### config.mk
export PLATFORM = sky130hd
export DESIGN_NAME = ep_out_rx
export DESIGN_NICKNAME = d
export VERILOG_FILES = /design/src/rtl/ep_rx_pkg.sv /design/src/rtl/ep_rx_ctrl.sv /design/src/rtl/ep_rx_bufring.sv /design/src/rtl/ep_rx_reader.sv /design/src/rtl/ep_out_rx.sv
export SDC_FILE = /design/constraint.sdc
export NUM_CORES = 1
export LEC_CHECK = 0
export BUFFER_PORTS_ARGS = -buffer_cell sky130_fd_sc_hd__buf_2
export CORE_ASPECT_RATIO = 1.1
export CORE_MARGIN = 3
export CORE_UTILIZATION = 64
export DETAILED_ROUTE_END_ITERATION = 7
export GPL_TIMING_DRIVEN = 1
export PLACE_DENSITY = 0.88
export SYNTH_ARGS = -nofsm -noshare
export SYNTH_HDL_FRONTEND = slang
export SYNTH_SLANG_ARGS = --single-unit
### constraint.sdc
create_clock -name clk -period 4.82 [get_ports clk]
set_input_delay 0.964 -clock clk [delete_from_list [all_inputs] [get_ports clk]]
set_output_delay 0.964 -clock clk [all_outputs]
set_load 0.005 [all_outputs]
### src/rtl/ep_rx_pkg.sv
// Shared types for the OUT endpoint receiver.
// Assumes: handshake codes are consumed by a neighbouring protocol layer.
package ep_rx_pkg;
    typedef enum logic [1:0] {
        HS_NONE  = 2'b00,
        HS_ACK   = 2'b01,
        HS_NAK   = 2'b10,
        HS_STALL = 2'b11
    } hs_code_e;

    typedef enum logic [1:0] {
        RX_IDLE  = 2'b00,
        RX_STORE = 2'b01,
        RX_FULL  = 2'b10,
        RX_STALL = 2'b11
    } rx_state_e;
endpackage

### src/rtl/ep_rx_ctrl.sv
// Receive control: classifies each packet at its start strobe, counts and
// forwards bytes to the buffer ring, commits at the end strobe, and keeps the
// stall / sent-stall / overrun status.
// Assumes: pkt_start and pkt_end are single-cycle and never coincide.
module ep_rx_ctrl
    import ep_rx_pkg::*;
#(
    parameter int MAX_PKT = 8,
    parameter int DW      = 8,
    localparam int LEN_W  = $clog2(MAX_PKT + 1),
    localparam int OFS_W  = (MAX_PKT > 1) ? $clog2(MAX_PKT) : 1
) (
    input  logic             clk,
    input  logic             rst_n,
    input  logic             cfg_iso,
    input  logic             pkt_start,
    input  logic             pkt_valid,
    input  logic [DW-1:0]    pkt_data,
    input  logic             pkt_end,
    input  logic             pkt_crc_err,
    input  logic             buf_full,
    input  logic             fw_stall_set,
    input  logic             fw_stall_clr,
    input  logic             fw_sent_stall_clr,
    input  logic             fw_overrun_clr,
    output logic             wr_en,
    output logic [OFS_W-1:0] wr_ofs,
    output logic [DW-1:0]    wr_data,
    output logic             commit,
    output logic [LEN_W-1:0] commit_len,
    output logic             commit_err,
    output logic             hs_valid,
    output logic [1:0]       hs_code,
    output logic             stall_req,
    output logic             sent_stall,
    output logic             overrun
);
    localparam logic [LEN_W-1:0] MAX_L = LEN_W'(MAX_PKT);

    rx_state_e        state;
    logic [LEN_W-1:0] cnt;
    logic             iso_q;
    logic             ending;

    // Byte path and commit decision for the packet being received.
    always_comb begin
        ending     = pkt_end && (state != RX_IDLE);
        wr_en      = (state == RX_STORE) && pkt_valid && (cnt < MAX_L);
        wr_ofs     = cnt[OFS_W-1:0];
        wr_data    = pkt_data;
        commit     = (state == RX_STORE) && pkt_end && (!pkt_crc_err || iso_q);
        commit_len = cnt;
        commit_err = pkt_crc_err;
    end

    // Packet classification state and byte counter.
    always_ff @(posedge clk) begin
        if (!rst_n) begin
            state <= RX_IDLE;
            cnt   <= '0;
            iso_q <= 1'b0;
        end else if (pkt_start) begin
            cnt   <= '0;
            iso_q <= cfg_iso;
            if (stall_req)     state <= RX_STALL;
            else if (buf_full) state <= RX_FULL;
            else               state <= RX_STORE;
        end else if (pkt_end) begin
            state <= RX_IDLE;
        end else if (wr_en) begin
            cnt <= cnt + 1'b1;
        end
    end

    // Handshake selection, registered one cycle after the end strobe.
    always_ff @(posedge clk) begin
        if (!rst_n) begin
            hs_valid <= 1'b0;
            hs_code  <= HS_NONE;
        end else begin
            hs_valid <= 1'b0;
            if (ending) begin
                unique case (state)
                    RX_STORE: if (!iso_q && !pkt_crc_err) begin
                        hs_valid <= 1'b1;
                        hs_code  <= HS_ACK;
                    end
                    RX_FULL: if (!iso_q) begin
                        hs_valid <= 1'b1;
                        hs_code  <= HS_NAK;
                    end
                    RX_STALL: begin
                        hs_valid <= 1'b1;
                        hs_code  <= HS_STALL;
                    end
                    default: ;
                endcase
            end
        end
    end

    // Firmware-visible status bits; a hardware set wins over a clear.
    always_ff @(posedge clk) begin
        if (!rst_n) begin
            stall_req  <= 1'b0;
            sent_stall <= 1'b0;
            overrun    <= 1'b0;
        end else begin
            if (fw_stall_set)      stall_req <= 1'b1;
            else if (fw_stall_clr) stall_req <= 1'b0;

            if (ending && state == RX_STALL) sent_stall <= 1'b1;
            else if (fw_sent_stall_clr)      sent_stall <= 1'b0;

            if (pkt_start && cfg_iso && !stall_req && buf_full) overrun <= 1'b1;
            else if (fw_overrun_clr)                            overrun <= 1'b0;
        end
    end
endmodule

### src/rtl/ep_rx_bufring.sv
// Ring of NUM_BUF packet buffers of MAX_PKT bytes. The tail buffer is written
// in place and becomes visible only on commit; pop releases the head buffer.
// Assumes: commit is never requested while full.
module ep_rx_bufring #(
    parameter int MAX_PKT = 8,
    parameter int NUM_BUF = 2,
    parameter int DW      = 8,
    localparam int LEN_W  = $clog2(MAX_PKT + 1),
    localparam int OFS_W  = (MAX_PKT > 1) ? $clog2(MAX_PKT) : 1,
    localparam int IDX_W  = (NUM_BUF > 1) ? $clog2(NUM_BUF) : 1,
    localparam int CNT_W  = $clog2(NUM_BUF + 1)
) (
    input  logic             clk,
    input  logic             rst_n,
    input  logic             wr_en,
    input  logic [OFS_W-1:0] wr_ofs,
    input  logic [DW-1:0]    wr_data,
    input  logic             commit,
    input  logic [LEN_W-1:0] commit_len,
    input  logic             commit_err,
    input  logic             pop,
    input  logic [OFS_W-1:0] rd_ofs,
    output logic             full,
    output logic             head_valid,
    output logic [LEN_W-1:0] head_len,
    output logic             head_err,
    output logic [DW-1:0]    head_data
);
    localparam logic [IDX_W-1:0] LAST_IDX = IDX_W'(NUM_BUF - 1);

    logic [DW-1:0]    mem   [NUM_BUF][MAX_PKT];
    logic [LEN_W-1:0] len_q [NUM_BUF];
    logic [NUM_BUF-1:0] err_q;
    logic [IDX_W-1:0] head, tail;
    logic [CNT_W-1:0] count;

    function automatic logic [IDX_W-1:0] nxt(input logic [IDX_W-1:0] i);
        return (i == LAST_IDX) ? '0 : i + 1'b1;
    endfunction

    // Head-buffer view for the firmware side.
    always_comb begin
        full       = (count == CNT_W'(NUM_BUF));
        head_valid = (count != '0);
        head_len   = len_q[head];
        head_err   = err_q[head];
        head_data  = mem[head][rd_ofs];
    end

    // Byte storage into the tail buffer.
    always_ff @(posedge clk) begin
        if (wr_en) mem[tail][wr_ofs] <= wr_data;
    end

    // Ring pointers, occupancy and per-buffer descriptors.
    always_ff @(posedge clk) begin
        if (!rst_n) begin
            head  <= '0;
            tail  <= '0;
            count <= '0;
            err_q <= '0;
            for (int b = 0; b < NUM_BUF; b++) len_q[b] <= '0;
        end else begin
            if (commit) begin
                len_q[tail] <= commit_len;
                err_q[tail] <= commit_err;
                tail        <= nxt(tail);
            end
            if (pop && head_valid) head <= nxt(head);
            case ({commit, pop && head_valid})
                2'b10:   count <= count + 1'b1;
                2'b01:   count <= count - 1'b1;
                default: ;
            endcase
        end
    end
endmodule

### src/rtl/ep_rx_reader.sv
// Firmware unload side: byte read pointer into the head packet, and release
// of the head buffer by firmware or by auto-release after a full-size bulk read.
// Assumes: the read pointer saturates on the last byte slot.
module ep_rx_reader #(
    parameter int MAX_PKT = 8,
    localparam int LEN_W  = $clog2(MAX_PKT + 1),
    localparam int OFS_W  = (MAX_PKT > 1) ? $clog2(MAX_PKT) : 1
) (
    input  logic             clk,
    input  logic             rst_n,
    input  logic             cfg_iso,
    input  logic             cfg_autoclr,
    input  logic             fw_rd_en,
    input  logic             fw_ready_clr,
    input  logic             head_valid,
    input  logic [LEN_W-1:0] head_len,
    output logic [OFS_W-1:0] rd_ofs,
    output logic             pop
);
    localparam logic [OFS_W-1:0] LAST_OFS = OFS_W'(MAX_PKT - 1);
    localparam logic [LEN_W-1:0] MAX_L    = LEN_W'(MAX_PKT);

    logic auto_rel;

    // Release decision for the head buffer.
    always_comb begin
        auto_rel = cfg_autoclr && !cfg_iso && fw_rd_en &&
                   (rd_ofs == LAST_OFS) && (head_len == MAX_L);
        pop      = head_valid && (fw_ready_clr || auto_rel);
    end

    // Read pointer: reset on release, step on each read.
    always_ff @(posedge clk) begin
        if (!rst_n)                                         rd_ofs <= '0;
        else if (pop)                                       rd_ofs <= '0;
        else if (fw_rd_en && head_valid && rd_ofs != LAST_OFS) rd_ofs <= rd_ofs + 1'b1;
    end
endmodule

### src/rtl/ep_out_rx.sv
// OUT endpoint receiver top: joins the receive control, the packet buffer
// ring and the firmware reader, and forms the firmware status and interrupt.
// Assumes: one packet in flight at a time from the protocol layer.
module ep_out_rx #(
    parameter int MAX_PKT = 8,
    parameter int NUM_BUF = 2,
    parameter int DW      = 8,
    localparam int LEN_W  = $clog2(MAX_PKT + 1),
    localparam int OFS_W  = (MAX_PKT > 1) ? $clog2(MAX_PKT) : 1
) (
    input  logic             clk,
    input  logic             rst_n,
    input  logic             cfg_iso,
    input  logic             cfg_autoclr,
    input  logic             irq_en,
    input  logic             pkt_start,
    input  logic             pkt_valid,
    input  logic [DW-1:0]    pkt_data,
    input  logic             pkt_end,
    input  logic             pkt_crc_err,
    output logic             hs_valid,
    output logic [1:0]       hs_code,
    input  logic             fw_stall_set,
    input  logic             fw_stall_clr,
    input  logic             fw_sent_stall_clr,
    input  logic             fw_overrun_clr,
    input  logic             fw_ready_clr,
    input  logic             fw_rd_en,
    output logic [DW-1:0]    fw_rd_data,
    output logic             pkt_ready,
    output logic [LEN_W-1:0] pkt_len,
    output logic             data_error,
    output logic             stall_req,
    output logic             sent_stall,
    output logic             overrun,
    output logic             irq
);
    logic             wr_en, commit, commit_err, buf_full, pop;
    logic [OFS_W-1:0] wr_ofs, rd_ofs;
    logic [DW-1:0]    wr_data;
    logic [LEN_W-1:0] commit_len, head_len;
    logic             head_valid, head_err;

    ep_rx_ctrl #(.MAX_PKT(MAX_PKT), .DW(DW)) u_ctrl (
        .clk, .rst_n, .cfg_iso, .pkt_start, .pkt_valid, .pkt_data, .pkt_end,
        .pkt_crc_err, .buf_full, .fw_stall_set, .fw_stall_clr,
        .fw_sent_stall_clr, .fw_overrun_clr, .wr_en, .wr_ofs, .wr_data,
        .commit, .commit_len, .commit_err, .hs_valid, .hs_code,
        .stall_req, .sent_stall, .overrun
    );

    ep_rx_bufring #(.MAX_PKT(MAX_PKT), .NUM_BUF(NUM_BUF), .DW(DW)) u_ring (
        .clk, .rst_n, .wr_en, .wr_ofs, .wr_data, .commit, .commit_len,
        .commit_err, .pop, .rd_ofs, .full(buf_full), .head_valid, .head_len,
        .head_err, .head_data(fw_rd_data)
    );

    ep_rx_reader #(.MAX_PKT(MAX_PKT)) u_rd (
        .clk, .rst_n, .cfg_iso, .cfg_autoclr, .fw_rd_en, .fw_ready_clr,
        .head_valid, .head_len, .rd_ofs, .pop
    );

    // Firmware status view of the oldest packet and the interrupt request.
    always_comb begin
        pkt_ready  = head_valid;
        pkt_len    = head_valid ? head_len : '0;
        data_error = head_valid && head_err;
        irq        = irq_en && (head_valid || sent_stall);
    end
endmodule

# After elaboration in Yosys (flattened, before gate mapping)
# Memory sizes are Yosys's and may differ from the RTL's. A register that Yosys moved wholly into a read port is not among the register bits.
# Index checks and enable logic that the tools add are counted.
[classes]
n_lt_le_gt_ge = 7
n_mux = 43
eq_ne = 11
n_addsub = 6
n_bitwise = 4
reduce_logical = 43
[op_table]
columns = ["operator", "n"]
rows = [
  ["$mux 64", 1],
  ["$bmux 8 s3", 1],
  ["$demux 8 s3", 1],
  ["$mux 1", 24],
  ["$mux 8", 3],
  ["$logic_and 1x1->1", 22],
  ["$reduce_bool 2->1", 7],
  ["$mux 2", 6],
  ["$eq 2x2->1 const B", 4],
  ["$ge 4x4->1 const B", 2],
  ["$mux 4", 2],
  ["$not 3->4", 2],
  ["$pmux 2 s3", 1],
  ["$add 4x1->4 const B", 1],
  ["$eq 2x1->1 const B", 2],
  ["$eq 4x4->1 const B", 1],
  ["$logic_not 1->1", 4],
  ["$lt 1x2->1 const B", 2],
  ["$lt 4x1->1 const B", 1],
  ["$lt 4x4->1 const B", 1],
  ["$ne 2x2->1 const B", 2],
  ["$pmux 2 s2", 1],
  ["$reduce_and 2->1", 2],
  ["$reduce_and 4->1", 1],
  ["15 further kinds", 20],
]
[word_totals]
mem_count = 2
regBits = 22
inputBits = 23
ramBits = 136
wordCells = 129
[mem_list]
columns = ["name", "depth", "width", "rd", "rd_clocked_by_memory_dff", "wr", "line", "text"]
rows = [
  ["u_ring.mem", 2, 64, 1, 1, 1, "ep_rx_bufring.sv:31", "logic [DW-1:0] mem [NUM_BUF][MAX_PKT];"],
  ["u_ring.len_q", 2, 4, 1, 1, 2, "ep_rx_bufring.sv:32", "logic [LEN_W-1:0] len_q [NUM_BUF];"],
]

# Depth between registers and ports, before layout
[logic_depth]
depth_word = 10
ltp_mapped = 9
mapped_depth_nobuf = 9

# Modules after synthesis
# From an unflattened synthesis, not the netlist that was laid out.
[unflattened]
hier_cells = 387
hier_area_um2 = 6608.8
[modules_own_cells]
columns = ["mod", "cells_each", "seq_area_each_um2", "instances", "area_each_um2"]
rows = [
  ["ep_rx_bufring", 285, 4224.1, 1, 5671.7],
  ["ep_rx_ctrl", 79, 260.2, 1, 708.2],
  ["ep_rx_reader", 17, 60.1, 1, 190.2],
  ["ep_out_rx", 6, 0.0, 1, 38.8],
]

# Least setup slack after synthesis
# OpenSTA, ideal clock, no wires.
[synth_path]
kind = "input to register"
startpoint = "input port pkt_valid"
endpoint = "memory u_ring.mem[0][24] in the netlist's numbering, enable pin"
path_slack_ns = 2.157
setup_ns = 0.383
required_time_ns = 4.437
stages = 4
arrival_ns = 2.280
cell_sequence = "and4bb_2 nand2b_1 or2_2 nor3_1"
[synth_via]
elab_chain_len = 4
[synth_rtl]
columns = ["item", "line", "text"]
rows = [
  ["from (decl)", "ep_out_rx.sv:17", "input logic pkt_valid,"],
  ["$logic_and 1x1->1 (2 in a row)", "ep_rx_ctrl.sv:48", "wr_en = (state == RX_STORE) && pkt_valid && (cnt < MAX_L);"],
  ["$mux 1", "ep_rx_bufring.sv:52", "if (wr_en) mem[tail][wr_ofs] <= wr_data;"],
  ["$mux 64 (not written as such)", "ep_rx_bufring.sv:52", ""],
  ["to (decl)", "ep_rx_bufring.sv:31", ""],
]
# No other way between the ends.

==> results.md <==
- TritonCTS Buffers: 17
- Fin. max-slew vios: 0
- Largest net degree at the start of global routing: 34
- CTS hold repair buffers: 0
- Fin. Hold Viols: 0
- Post-CTS sizing: 0
- Initial antenna violation count: 1
- Final wirelength: 14.7 mm
- Mapped Avg Cell Area: 17.0 um2
- Initial core utilization: 67.0%
- Area leader, netlist: edfxtp_1
- Skew final: 6.60 ps
- Worst-Margin Slew: 1200 ps
- Initial DRC Count: 451
- Met2 usage: 45.5%
- Worst min-delay path class: flop to flop
- Core box area: 9540 um2
- Fmax: 260 MHz
- RSZ-0062 raised after global routing: false
- Fin cells: 557
- Drt drc: 0
- Distinct cells, synth: 45
- Clk slew on worst S/H paths: 70 ps
- Syn Nets: 402
- Vias: 3,765
- Top cells by area, synth: edfxtp_1, mux4_2, dfxtp_1, mux4_1, a22oi_1
- Power Dens Cells: 421 nW/um2
- Cells after Synth: 375
- Crit path max fanout: 33
- Root Buffer: clkbuf_8
- 1st-pass router iterations: 5
- Gr usage total: 27.9%
- Post-synth EDFFs: 136
- TritonCTS Sinks: 159
- H-tree level count: 4
- Arrival time at the worst endpoint: 2890 ps
- Yosys reg bits: 159
- Primary FF master, synth: edfxtp_1
- Max-Cap Viols: 0
- Share of the yosys chip area belonging to registers: 71.1%
- Outcome: finished, final reports clean
- Fraction of registers with async set/reset: 0%
- Number of global-route vias before repair: 3,817
- Leakage: 2.47 nW
- Worst rel slew slack: 19.8%
- Hpwl dp: 8.23 mm
- CTS tree: built
- Most frequent cells in the layout: edfxtp_1, buf_2, nor2_1, mux4_2, dfxtp_1
- Tcrit/Tclk final: 79.9%
- Routed Antenna Nets: 0
- WP data required: 3860 ps
- Synth Cell Area: 6390 um2
- M1 GR Usage: 35.1%
- Die Ht: 111 um
- Worst setup SP type: flop
- Cells along the critical path: mux4_1 -> a22oi_1 -> nand2_1 -> buf_2
- Congestion Overflow GR: 0
- Row cnt: 37
- Final nets: 454
- Dpl cells: 525
- Largest stage delay on the critical path: 1060 ps
- Per-cell routed wire length: 26.4 um
- Max VDD drop: 0.332 mV
- Final setup TNS: 0 ps
- Vias per inst: 6.76
- Post-layout min period: 3850 ps
- IO buf count: 43
- Layout cells sized above 1: 25.7%
- Die Wd: 101 um
- Top Ports: 44
- GPL Wtd Cong: 0.762
- Final setup violation count: 0
- P&R area growth vs syn: 14.4%
- Yosys warning count: 0
- Critical path class: flop to output pin
- Post-CTS setup buffers: 0
- CTS max path bufs: 2
- FF-to-FF setup slack: 1700 ps
- Clk_lat worst skew: 540 ps
- Top-area cell type share of the netlist area: 63.9%
- First-pass GRT wire length: 22.3 mm
- Busiest grt layer: met2
- Crit path capture type: output pin
- Die ar.: 11,200 um2
- Commonest non-fill, non-tap cell in the layout: edfxtp_1
- M3 GR Usage: 9.13%
- Slowest cell on crit path: dfxtp_2
==> critical path, delay by kind of cell (launching register included) <==
kind | cells | cell delay (ps)
compound gates | 1 | 290
simple gates | 1 | 110
flops | 1 | 1060
mux | 1 | 720
buf+inv | 1 | 140
==> where the power goes <==
part	internal, mW	switching (mW)	leakage [nW]
registers	1.51	0.0426	1.42
logic	0.121	0.106	0.776
clock network	0.744	0.558	0.269
total	2.37	0.707	2.47
==> registers in the layout (all words and copies together), names as in the netlist, 2 cells and up, named ones only <==
register and count:
u_ring.len_q 8, u_ring.err_q 2, u_ctrl.state 2, u_rd.rd_ofs 3, u_ctrl.hs_code 2, u_ring.count 2
u_ctrl.commit_len 4, u_ring.mem 128
==> final cells by class <==
cell class	instances	area, um2
fill	499	2220
clock inverter	14	156
timing repair buffer	50	268
multi-input combinational	183	1720
clock buffer	17	414
inverter	16	60.1
antenna	1	2.50
sequential	159	4550
tap	117	146
==> layer usage <==
layer / part of all wire, % / up-vias / wire length [um]
met5: 0 / - / 0
met4: 2.3 / 0 / 345
met3: 8.9 / 41 / 1310
li1: - / 1593 / -
met1: 36 / 1891 / 5270
met2: 53 / 240 / 7780
==> cell usage after synthesis (all sizes together) (2+ instances only) <==
master and count:
nand2b 6, ha 4, mux4 32, o21a 2, nor3 10, inv 16, and2 9, nor2 25
a32o 2, edfxtp 136, nor2b 2, nor4 3, nand2 16, a21oi 13, xnor2 5, dfxtp 23
buf 8, a22oi 16, mux2i 7, nand3 7, clkbuf 9, and3 2, o21ai 3, nand3b 2
nand4 2
==> logic make-up (layout without fill, tap and decap cells) <==
logic type      count (synthesis)  after routing  share of synthesized area [%]
flops                         159            159                           71.1
simple gates                   92             92                           7.50
compound gates                 42             42                           4.42
mux                            39             39                           12.9
buf+inv                        33             97                           2.50
xor+xnor                        6              6                          0.822
fa+ha+maj                       4              4                          0.783
other cells                     0              1                              0
==> through the flow <==
| step | hold slack, ps | instance area (um2) | worst slack (ps) | total power, mW | util [%] |
|---|---|---|---|---|---|
| global placement | 437 | 6740 | 1650 | 1.79 | 70.7 |
| finish | 452 | 7310 | 970 | 3.08 | 76.7 |
| CTS | 448 | 7310 | 930 | 3.09 | 76.7 |
| detailed placement | 439 | 6740 | 1590 | 1.80 | 70.7 |
| global route | 471 | 7310 | 790 | 3.16 | 76.7 |
| floorplan | 440 | 6390 | 2160 | 1.74 | - |
==> path summary, 6_finish.rpt <==
kind	end	cells after the start	start
max	fw_rd_data[1]	4	flop
min	u_ctrl.hs_code[0]	2	u_ctrl.hs_code[0]
max reg2reg	u_ring.count[1]	7	flop
min reg2reg	u_ctrl.hs_code[0]	2	u_ctrl.hs_code[0]
Note: power is estimated with default switching activity, not from simulation.
